### config.mk
export PLATFORM = sky130hd
export DESIGN_NAME = fqp_chunk_packer
export DESIGN_NICKNAME = d
export VERILOG_FILES = /design/src/rtl/fqp_pkg.sv /design/src/rtl/fqp_tile_hold.sv /design/src/rtl/fqp_quad_pick.sv /design/src/rtl/fqp_chunk_build.sv /design/src/rtl/fqp_out_reg.sv /design/src/rtl/fqp_chunk_packer.sv
export SDC_FILE = /design/constraint.sdc
export NUM_CORES = 1
export LEC_CHECK = 0
export ABC_AREA = 1
export CAP_MARGIN = 5
export CORE_ASPECT_RATIO = 2
export CORE_UTILIZATION = 40
export CTS_CLUSTER_DIAMETER = 40
export DETAILED_ROUTE_END_ITERATION = 6
export DONT_BUFFER_PORTS = 1
export MAX_ROUTING_LAYER = met4
export PLACE_DENSITY = 0.66
export SYNTH_ARGS = -nofsm -noshare
export SYNTH_HDL_FRONTEND = slang
export SYNTH_SLANG_ARGS = --single-unit
### constraint.sdc
create_clock -name clk -period 5.1 [get_ports clk]
set_input_delay 1.02 -clock clk [delete_from_list [all_inputs] [get_ports clk]]
set_output_delay 1.02 -clock clk [all_outputs]
set_load 0.02 [all_outputs]
### src/rtl/fqp_pkg.sv
// Shared constants and types for the fragment quad chunk packer.
// Assumes the fixed tile shape of 2x2 quads with four fragments per quad.
package fqp_pkg;
    localparam int QUAD_FRAGS = 4;
    localparam int TILE_QUADS = 4;
    localparam int TILE_FRAGS = TILE_QUADS * QUAD_FRAGS;
    localparam int QIDX_W     = $clog2(TILE_QUADS);

    typedef logic [QIDX_W-1:0] quad_idx_t;
endpackage

### src/rtl/fqp_tile_hold.sv
// Holds one accepted tile and tracks which of its non-empty quads are still
// waiting to be packed. Assumes the packer takes at most one quad per cycle
// and raises release_tile only once no quad remains.
module fqp_tile_hold
    import fqp_pkg::*;
#(
    parameter int ATTR_W  = 8,
    parameter int COORD_W = 8,
    parameter int UNI_W   = 16
) (
    input  logic                         clk,
    input  logic                         rst_n,
    input  logic                         in_valid,
    output logic                         in_ready,
    input  logic [TILE_FRAGS-1:0]        in_cov,
    input  logic [TILE_FRAGS*ATTR_W-1:0] in_attr,
    input  logic [COORD_W-1:0]           in_tile_x,
    input  logic [COORD_W-1:0]           in_tile_y,
    input  logic [UNI_W-1:0]             in_uniform,
    input  logic                         in_tri_end,
    input  logic                         take,
    input  quad_idx_t                    take_idx,
    input  logic                         release_tile,
    output logic                         hold_valid,
    output logic [TILE_QUADS-1:0]        hold_rem,
    output logic [TILE_FRAGS-1:0]        hold_cov,
    output logic [TILE_FRAGS*ATTR_W-1:0] hold_attr,
    output logic [COORD_W-1:0]           hold_x,
    output logic [COORD_W-1:0]           hold_y,
    output logic [UNI_W-1:0]             hold_uni,
    output logic                         hold_end
);

    logic [TILE_QUADS-1:0] quad_nonempty;
    logic                  accept;

    // a quad counts as present when any of its fragments is covered
    for (genvar q = 0; q < TILE_QUADS; q++) begin : gen_ne
        assign quad_nonempty[q] = |in_cov[q*QUAD_FRAGS +: QUAD_FRAGS];
    end

    assign in_ready = !hold_valid;
    assign accept   = in_valid && in_ready;

    // occupancy flag and pending-quad mask of the held tile
    always_ff @(posedge clk) begin
        if (!rst_n) begin
            hold_valid <= 1'b0;
            hold_rem   <= '0;
        end else if (accept) begin
            hold_valid <= 1'b1;
            hold_rem   <= quad_nonempty;
        end else begin
            if (take) begin
                hold_rem[take_idx] <= 1'b0;
            end
            if (release_tile) begin
                hold_valid <= 1'b0;
            end
        end
    end

    // tile payload captured on acceptance
    always_ff @(posedge clk) begin
        if (!rst_n) begin
            hold_cov  <= '0;
            hold_attr <= '0;
            hold_x    <= '0;
            hold_y    <= '0;
            hold_uni  <= '0;
            hold_end  <= 1'b0;
        end else if (accept) begin
            hold_cov  <= in_cov;
            hold_attr <= in_attr;
            hold_x    <= in_tile_x;
            hold_y    <= in_tile_y;
            hold_uni  <= in_uniform;
            hold_end  <= in_tri_end;
        end
    end

endmodule

### src/rtl/fqp_quad_pick.sv
// Chooses the lowest-indexed quad still pending in the held tile.
// Purely combinational; idx is zero when nothing is pending.
module fqp_quad_pick
    import fqp_pkg::*;
(
    input  logic [TILE_QUADS-1:0] rem,
    output logic                  any,
    output quad_idx_t             idx
);

    // find-first from the low end, scanned downward so the lowest set bit wins
    always_comb begin
        any = |rem;
        idx = '0;
        for (int q = TILE_QUADS - 1; q >= 0; q--) begin
            if (rem[q]) begin
                idx = quad_idx_t'(q);
            end
        end
    end

endmodule

### src/rtl/fqp_chunk_build.sv
// Accumulates packed quads into the open chunk and decides when to take a
// quad, close the chunk, and release the held tile. The merged view (m_*)
// is the chunk as it looks with this cycle's quad included, so a full
// chunk leaves in the same cycle its last slot is written. Assumes out_free
// means the output register can load in this cycle.
module fqp_chunk_build
    import fqp_pkg::*;
#(
    parameter int ATTR_W      = 8,
    parameter int COORD_W     = 8,
    parameter int UNI_W       = 16,
    parameter int CHUNK_QUADS = 4
) (
    input  logic                                  clk,
    input  logic                                  rst_n,
    input  logic                                  hold_valid,
    input  logic                                  pick_any,
    input  quad_idx_t                             pick_idx,
    input  logic [TILE_FRAGS-1:0]                 hold_cov,
    input  logic [TILE_FRAGS*ATTR_W-1:0]          hold_attr,
    input  logic [COORD_W-1:0]                    hold_x,
    input  logic [COORD_W-1:0]                    hold_y,
    input  logic [UNI_W-1:0]                      hold_uni,
    input  logic                                  hold_end,
    input  logic                                  out_free,
    output logic                                  take,
    output logic                                  release_tile,
    output logic                                  commit,
    output logic [CHUNK_QUADS*QUAD_FRAGS-1:0]     m_live,
    output logic [CHUNK_QUADS*QUAD_FRAGS*ATTR_W-1:0] m_attr,
    output logic [CHUNK_QUADS*(COORD_W+1)-1:0]    m_qx,
    output logic [CHUNK_QUADS*(COORD_W+1)-1:0]    m_qy,
    output logic [UNI_W-1:0]                      m_uni
);

    localparam int QC_W     = COORD_W + 1;
    localparam int QATTR_W  = QUAD_FRAGS * ATTR_W;
    localparam int FILL_W   = (CHUNK_QUADS > 1) ? $clog2(CHUNK_QUADS) : 1;

    logic [FILL_W-1:0]     fill;
    logic [UNI_W-1:0]      uni_r;
    logic                  last_slot;
    logic                  pend_flush;
    logic                  flush;
    logic [QUAD_FRAGS-1:0] new_live;
    logic [QATTR_W-1:0]    new_attr;
    logic [QC_W-1:0]       new_qx;
    logic [QC_W-1:0]       new_qy;

    // the selected quad's fields and its position derived from the tile corner
    assign new_live = hold_cov[pick_idx*QUAD_FRAGS +: QUAD_FRAGS];
    assign new_attr = hold_attr[pick_idx*QATTR_W +: QATTR_W];
    assign new_qx   = {hold_x, pick_idx[0]};
    assign new_qy   = {hold_y, pick_idx[QIDX_W-1]};

    // control: a quad that completes the chunk waits for a free output slot,
    // and so does the closing of a partial chunk at a triangle end
    always_comb begin
        last_slot    = (fill == FILL_W'(CHUNK_QUADS - 1));
        take         = hold_valid && pick_any && (!last_slot || out_free);
        pend_flush   = hold_valid && !pick_any && hold_end && (fill != '0);
        flush        = pend_flush && out_free;
        release_tile = hold_valid && !pick_any && (!pend_flush || out_free);
        commit       = (take && last_slot) || flush;
    end

    assign m_uni = (take && fill == '0) ? hold_uni : uni_r;

    // slot storage, one set of registers per quad slot
    for (genvar s = 0; s < CHUNK_QUADS; s++) begin : gen_slot
        logic                  slot_wr;
        logic [QUAD_FRAGS-1:0] live_q;
        logic [QATTR_W-1:0]    attr_q;
        logic [QC_W-1:0]       qx_q;
        logic [QC_W-1:0]       qy_q;

        assign slot_wr = take && (fill == FILL_W'(s));

        assign m_live[s*QUAD_FRAGS +: QUAD_FRAGS] = slot_wr ? new_live : live_q;
        assign m_attr[s*QATTR_W +: QATTR_W]       = slot_wr ? new_attr : attr_q;
        assign m_qx[s*QC_W +: QC_W]               = slot_wr ? new_qx   : qx_q;
        assign m_qy[s*QC_W +: QC_W]               = slot_wr ? new_qy   : qy_q;

        // write this slot when it is the fill point; clear liveness when the chunk leaves
        always_ff @(posedge clk) begin
            if (!rst_n) begin
                live_q <= '0;
                attr_q <= '0;
                qx_q   <= '0;
                qy_q   <= '0;
            end else if (commit) begin
                live_q <= '0;
            end else if (slot_wr) begin
                live_q <= new_live;
                attr_q <= new_attr;
                qx_q   <= new_qx;
                qy_q   <= new_qy;
            end
        end
    end

    // fill pointer and the per-chunk uniform copy
    always_ff @(posedge clk) begin
        if (!rst_n) begin
            fill  <= '0;
            uni_r <= '0;
        end else begin
            if (commit) begin
                fill <= '0;
            end else if (take) begin
                fill <= fill + 1'b1;
            end
            if (take && fill == '0) begin
                uni_r <= hold_uni;
            end
        end
    end

endmodule

### src/rtl/fqp_out_reg.sv
// Single output register with a valid/ready handshake. Loads a closed chunk
// whenever out_free is high; out_free also covers the cycle in which the
// consumer drains the current chunk.
module fqp_out_reg #(
    parameter int W = 8
) (
    input  logic         clk,
    input  logic         rst_n,
    input  logic         load,
    input  logic [W-1:0] load_data,
    input  logic         out_ready,
    output logic         out_valid,
    output logic [W-1:0] out_data,
    output logic         out_free
);

    assign out_free = !out_valid || out_ready;

    // hold the chunk until the consumer takes it
    always_ff @(posedge clk) begin
        if (!rst_n) begin
            out_valid <= 1'b0;
            out_data  <= '0;
        end else if (load) begin
            out_valid <= 1'b1;
            out_data  <= load_data;
        end else if (out_ready) begin
            out_valid <= 1'b0;
        end
    end

endmodule

### src/rtl/fqp_chunk_packer.sv
// Top of the fragment quad chunk packer: takes one rasterized tile at a time,
// keeps its non-empty quads in ascending order, and emits fixed-size chunks
// with per-fragment, per-quad and per-chunk data. Assumes tile inputs are
// held while in_valid waits for in_ready.
module fqp_chunk_packer
    import fqp_pkg::*;
#(
    parameter int ATTR_W      = 8,
    parameter int COORD_W     = 8,
    parameter int UNI_W       = 16,
    parameter int CHUNK_QUADS = 4
) (
    input  logic                                      clk,
    input  logic                                      rst_n,
    input  logic                                      in_valid,
    output logic                                      in_ready,
    input  logic [TILE_FRAGS-1:0]                     in_cov,
    input  logic [TILE_FRAGS*ATTR_W-1:0]              in_attr,
    input  logic [COORD_W-1:0]                        in_tile_x,
    input  logic [COORD_W-1:0]                        in_tile_y,
    input  logic [UNI_W-1:0]                          in_uniform,
    input  logic                                      in_tri_end,
    output logic                                      out_valid,
    input  logic                                      out_ready,
    output logic [CHUNK_QUADS*QUAD_FRAGS-1:0]         out_live,
    output logic [CHUNK_QUADS*QUAD_FRAGS*ATTR_W-1:0]  out_attr,
    output logic [CHUNK_QUADS*(COORD_W+1)-1:0]        out_quad_x,
    output logic [CHUNK_QUADS*(COORD_W+1)-1:0]        out_quad_y,
    output logic [UNI_W-1:0]                          out_uniform
);

    localparam int CF     = CHUNK_QUADS * QUAD_FRAGS;
    localparam int QC_W   = COORD_W + 1;
    localparam int BUS_W  = CF + CF * ATTR_W + 2 * CHUNK_QUADS * QC_W + UNI_W;

    logic                         hold_valid;
    logic [TILE_QUADS-1:0]        hold_rem;
    logic [TILE_FRAGS-1:0]        hold_cov;
    logic [TILE_FRAGS*ATTR_W-1:0] hold_attr;
    logic [COORD_W-1:0]           hold_x;
    logic [COORD_W-1:0]           hold_y;
    logic [UNI_W-1:0]             hold_uni;
    logic                         hold_end;
    logic                         pick_any;
    quad_idx_t                    pick_idx;
    logic                         take;
    logic                         release_tile;
    logic                         commit;
    logic                         out_free;
    logic [CF-1:0]                m_live;
    logic [CF*ATTR_W-1:0]         m_attr;
    logic [CHUNK_QUADS*QC_W-1:0]  m_qx;
    logic [CHUNK_QUADS*QC_W-1:0]  m_qy;
    logic [UNI_W-1:0]             m_uni;
    logic [BUS_W-1:0]             out_bus;

    fqp_tile_hold #(
        .ATTR_W (ATTR_W),
        .COORD_W(COORD_W),
        .UNI_W  (UNI_W)
    ) hold_i (
        .clk         (clk),
        .rst_n       (rst_n),
        .in_valid    (in_valid),
        .in_ready    (in_ready),
        .in_cov      (in_cov),
        .in_attr     (in_attr),
        .in_tile_x   (in_tile_x),
        .in_tile_y   (in_tile_y),
        .in_uniform  (in_uniform),
        .in_tri_end  (in_tri_end),
        .take        (take),
        .take_idx    (pick_idx),
        .release_tile(release_tile),
        .hold_valid  (hold_valid),
        .hold_rem    (hold_rem),
        .hold_cov    (hold_cov),
        .hold_attr   (hold_attr),
        .hold_x      (hold_x),
        .hold_y      (hold_y),
        .hold_uni    (hold_uni),
        .hold_end    (hold_end)
    );

    fqp_quad_pick pick_i (
        .rem(hold_rem),
        .any(pick_any),
        .idx(pick_idx)
    );

    fqp_chunk_build #(
        .ATTR_W     (ATTR_W),
        .COORD_W    (COORD_W),
        .UNI_W      (UNI_W),
        .CHUNK_QUADS(CHUNK_QUADS)
    ) build_i (
        .clk         (clk),
        .rst_n       (rst_n),
        .hold_valid  (hold_valid),
        .pick_any    (pick_any),
        .pick_idx    (pick_idx),
        .hold_cov    (hold_cov),
        .hold_attr   (hold_attr),
        .hold_x      (hold_x),
        .hold_y      (hold_y),
        .hold_uni    (hold_uni),
        .hold_end    (hold_end),
        .out_free    (out_free),
        .take        (take),
        .release_tile(release_tile),
        .commit      (commit),
        .m_live      (m_live),
        .m_attr      (m_attr),
        .m_qx        (m_qx),
        .m_qy        (m_qy),
        .m_uni       (m_uni)
    );

    fqp_out_reg #(
        .W(BUS_W)
    ) out_i (
        .clk      (clk),
        .rst_n    (rst_n),
        .load     (commit),
        .load_data({m_live, m_attr, m_qx, m_qy, m_uni}),
        .out_ready(out_ready),
        .out_valid(out_valid),
        .out_data (out_bus),
        .out_free (out_free)
    );

    assign {out_live, out_attr, out_quad_x, out_quad_y, out_uniform} = out_bus;

endmodule

# [Word level (Yosys, flattened, before mapping)]
# Cells that the tools add are included.
[word_totals] ff_bits=649 input_bits=181 output_inout_bits=234
[classes] add_sub_neg=1 n_lt_le_gt_ge=2 n_eq_ne=3 shift=2 mux=29 bitwise=3 reduce_logical=33
[ops] operator="$mux 32" n=4
[ops] operator="$shiftx 128x8->32" n=1
[ops] operator="$mux 9" n=8
[ops] operator="$mux 4" n=6
[ops] operator="$reduce_or 4->1" n=5
[ops] operator="$mux 16" n=1
[ops] operator="$shiftx 16x5->4" n=1
[ops] operator="$logic_and 1x1->1" n=13
[ops] operator="$mux 2" n=4
[ops] operator="$reduce_bool 2->1" n=4
[ops] operator="$logic_not 1->1" n=5
[ops] operator="$mux 1" n=5
[ops] operator="$and 4x4->4" n=1
[ops] operator="$eq 2x2->1 const B" n=2
[ops] operator="$logic_or 1x1->1" n=4
[ops] operator="$not 4->4" n=1
[ops] operator="$lt 2x3->1 const B" n=1
[ops] operator="$add 2x1->2 const B" n=1
[ops] operator="$demux 1 s2" n=1
[ops] operator="$eq 2x1->1 const B" n=1
[ops] operator="$ge 2x1->1 const B" n=1
[ops] operator="$logic_not 2->1" n=1
[ops] operator="$reduce_or 2->1" n=1
[ops] operator="$not 1->1" n=1

# [Logic depth before layout (Yosys ltp)]
[depth] word_depth=12 mapped_depth=13

# [Cells and area by module]
# A second synthesis with hierarchy kept.
[hier_totals] hier_cells=3992 hier_area_um2=27119.8
[by_module_without_submodules] module="fqp_chunk_build" instances=1 cells_each=2163 area_each_um2=12513.3
[by_module_without_submodules] module="fqp_out_reg" instances=1 cells_each=1011 area_each_um2=8064.0
[by_module_without_submodules] module="fqp_tile_hold" instances=1 cells_each=809 area_each_um2=6496.2
[by_module_without_submodules] module="fqp_quad_pick" instances=1 cells_each=9 area_each_um2=46.3

# [Worst setup path after synthesis]
# Ideal clock, no wire load.
[synth_path] path_type="input to register" from="input out_ready" to="register out_i.out_data[183]" setup_ns=0.114 arrival_time_ns=2.133 t_required_ns=4.986 slack_ns=2.853 cell_stages=10 path_cell_list="inv_1 -> nand3_1 -> nand2_1 -> nor2_1 -> buf_2 -> nand2_2 -> buf_1 -> nand2_1 -> nand3_1 -> nand2_1"
[synth_between] elab_chain_cells=5
[synth_rtl] element="start, declared" line_no="fqp_chunk_packer.sv:24" text="input logic out_ready,"
[synth_rtl] element="$logic_or 1x1->1 (*)" line_no="fqp_out_reg.sv:17" text="assign out_free = !out_valid || out_ready;"
[synth_rtl] element="$logic_or 1x1->1" line_no="fqp_chunk_build.sv:60" text="take = hold_valid && pick_any && (!last_slot || out_free);"
[synth_rtl] element="$logic_and 1x1->1" line_no="fqp_chunk_build.sv:60"
[synth_rtl] element="$logic_and 1x1->1, on equally long branches" line_no="fqp_chunk_build.sv:77, fqp_chunk_build.sv:64"
[synth_rtl] element="$mux 32 or $logic_or 1x1->1 (tied branches)"
[synth_rtl] element="end signal, assigned" line_no="fqp_out_reg.sv:26" text="out_data <= load_data;"
[synth_rtl] element="end, declared" line_no="fqp_out_reg.sv:13" text="output logic [W-1:0] out_data,"
# Every way passes the cells marked *; elsewhere a longest branch is shown, timed or not.
# A chain may end at the register's enable or synchronous reset.

# [Final worst setup path]
[layout_path] from="register hold_i.hold_rem[2]" to="register build_i.gen_slot[2].attr_q[19]"
[layout_between] elab_chain_cells=7
[layout_rtl] element="start, declared" line_no="fqp_tile_hold.sv:25" text="output logic [TILE_QUADS-1:0] hold_rem,"
[layout_rtl] element="start signal, assigned" line_no="fqp_tile_hold.sv:52" text="hold_rem <= quad_nonempty;"
[layout_rtl] element="parallel branches: the longest is 7 deep, another holds $shiftx 128x8->32"
[layout_rtl] element="end signal, assigned" line_no="fqp_chunk_build.sv:95" text="attr_q <= new_attr;"
[layout_rtl] element="end, declared" line_no="fqp_chunk_build.sv:73" text="logic [QATTR_W-1:0] attr_q;"
# Parallel ways; which one is timed is not known.

==> out/metrics.cfg <==
[outcome]
outcome=finished, final reports clean

[cts]
post_cts_resized=0
clk_path_buf_depth=3
clkSinkCount=649
clock_tree.root_cell=clkbuf_16
cts_made_buffers=68
htree_levels=3
postCtsSetupBuffers=0
clkLatencyLatePin_ns=0.61
cts_tree=built
ctsHoldBuffers=0
cts.clk_slew.worst_paths_ns=0.06

[sta]
tightest_slew_ns=1.12
fin_crit_sh_pct=64.8
final_max_slew_viol_count=0
skew_ns=0.0253
fin_worst_hold_slack_ns=0.421
hold_violations=0
setup_tns_ns=0
slew_headroom_pct=25.3
setup_violations=0
clock.fmax_mhz=303
rsz0062_at_grt=no
final.min_clock_period_ns=3.30

[logic_synthesis]
seq_area_frac_synth_pct=50.7
syn_inst=3620
synth-edff-count=0
synth_flop_cell=dfxtp_1
avgSynthCellArea_um2=7.08
yosysWarnings=0
ys_ff_latch=649
ys_async_sr_fraction_pct=0
netlist_area_um2=25600
syn_nets=3805
synth_cell_types=25

[floorplan]
rows=130
core_um2=63100
initial_utilization_pct=40.6
io_pins=415
fp.dieW_um=181
die_h_um=360
die-area_um2=65100

[drt]
wl_met3_um=6150
viasPerCell=5.07
routedLengthMet1_um=29200
first_pass_iters=5
drtIter0Drc=1440
drt_wl_total_um=84300
drc=0
top_layer_used=met4
antenna_left=0
wl_per_cell_um=19.4
vias=22011
wl_met2_um=43900

[worst_setup_path]
cp_slowest_stage_delay_ns=0.57
end_kind=register
crit_family=simple AND/OR/NAND/NOR gates
critPathSlowestCell=nand2_2
arrival_ns=3.84
path_buf_inv=3
crit_chain=buf_4, nor2_1, nand2_2, nand4_2, buf_4, nand2_2, nor2_4, buf_12, nand3_1, nand2_1
critPathMaxFanout=118
criticalPathCategory=register to register
cp-start-kind=register
critical_path_required_ns=5.63

[cells_and_area]
fin_cells=4342
syn_to_final_growth_pct=10.8
final_cell_mix=1115 x nand2_1, 649 x dfxtp_1, 533 x nand3_1, 362 x inv_1, 268 x o21ai_0
mostFrequentLayoutCell=nand2_1
drive_above_1_share_pct=4.52
fillCellCount=6449
design_area_um2=28400
nets=3678

[job]
maxCapViolations=0

[place]
placed_cells=4215
numPortBuffers=0
hpwl_um=58800
gp_congestion=0.961
place_area_um2=26000

[global_routing]
antenna_found_initial=7
grt_max_degree=288
grt_pass1_vias=20597
grt_pass1_wl_um=125000
grt_remaining_overflow=0
grt_util_all_layers_pct=26.3

[hold_path]
hold_class=register to register

[pwr]
powerDensity_nw_per_um2=411
ir_drop_v=0.000332
cellLeakagePower_nw=13.3

-- cells by family after synthesis --
kind of cell / after synthesis / share of synthesized area [%]
simple gates: 1950 / 31.7
flops: 649 / 50.7
buf+inv: 595 / 9.12
compound gates: 422 / 8.33
fa+ha+maj: 4 / 0.195
-- cell type report --
| cell class | instances | area [um^2] | area share [%] |
|---|---|---|---|
| multi-input cells | 2376 | 10300 | 36.4 |
| diodes | 7 | 17.5 | 0.0617 |
| flip-flops and latches | 649 | 13000 | 45.8 |
| well taps | 792 | 991 | 3.49 |
| clock inverters | 27 | 332 | 1.17 |
| inverters | 367 | 1390 | 4.88 |
| repair buffers | 31 | 320 | 1.13 |
| clock buffers | 93 | 2010 | 7.09 |
-- worst register-to-register path, stage by stage (launching register included) --
cell and delay [ns]:
dfxtp_1 0.30, buf_4 0.27, nor2_1 0.22, nand2_2 0.13, nand4_2 0.09, buf_4 0.36
nand2_2 0.58, nor2_4 0.54, buf_12 0.44, nand3_1 0.24, nand2_1 0.08
-- final timing paths --
kind / from / endpoint / slack, ns / cells past startpoint
setup / recovery: hold_i.hold_rem[2]$_SDFFE_PN0P_ / build_i.gen_slot[2].attr_q[19]$_SDFFE_PN0N_ / 1.80 / 10
hold / removal: build_i.gen_slot[3].attr_q[29]$_SDFFE_PN0N_ / build_i.gen_slot[3].attr_q[29]$_SDFFE_PN0N_ / 0.42 / 2
setup reg to reg: hold_i.hold_rem[2]$_SDFFE_PN0P_ / build_i.gen_slot[2].attr_q[19]$_SDFFE_PN0N_ / 1.80 / 10
hold reg to reg: build_i.gen_slot[3].attr_q[29]$_SDFFE_PN0N_ / build_i.gen_slot[3].attr_q[29]$_SDFFE_PN0N_ / 0.42 / 2
-- synthesized netlist by cell type, types with 8 or more instances --
master	number	area (um^2)
nor2_1	251	942
o21ai_1	16	80.1
nand2_1	1119	4200
dfxtp_1	649	13000
buf_1	16	60.1
buf_2	73	365
a21oi_1	130	651
o21ai_0	268	1340
inv_1	363	1360
and2_1	32	200
clkbuf_1	136	510
nand3_1	533	2670
nor3_1	8	40.0
-- flip-flops by register name, indices dropped and copies added, names as in the netlist, 36 cells and up --
name and cells:
build_i.gen_slot.qy_q 36, hold_i.hold_attr 128, out_i.out_data 232, build_i.gen_slot.qx_q 36, build_i.gen_slot.attr_q 128
-- through the flow --
stage	total power, mW	utilization [%]	worst slack [ns]
global placement	6.57	41.2	1.57
finish	11.7	45.0	1.80
detailed placement	6.60	41.2	1.54
CTS	11.8	45.0	1.82
floorplan	6.20	-	2.85
global route	12.1	45.0	1.60
-- where the power goes --
group          internal (mW)  switching [mW]
Clock                   3.02            2.18
Combinational          0.258           0.857
Sequential              5.27          0.0851
-- routing by layer --
metal	vias to the layer above	GRT usage, %
met2	681	47.9
met5	-	-
met3	188	6.63
met4	0	15.6
li1	11140	-
met1	10002	24.5
Power figures use the tool's default switching activity.
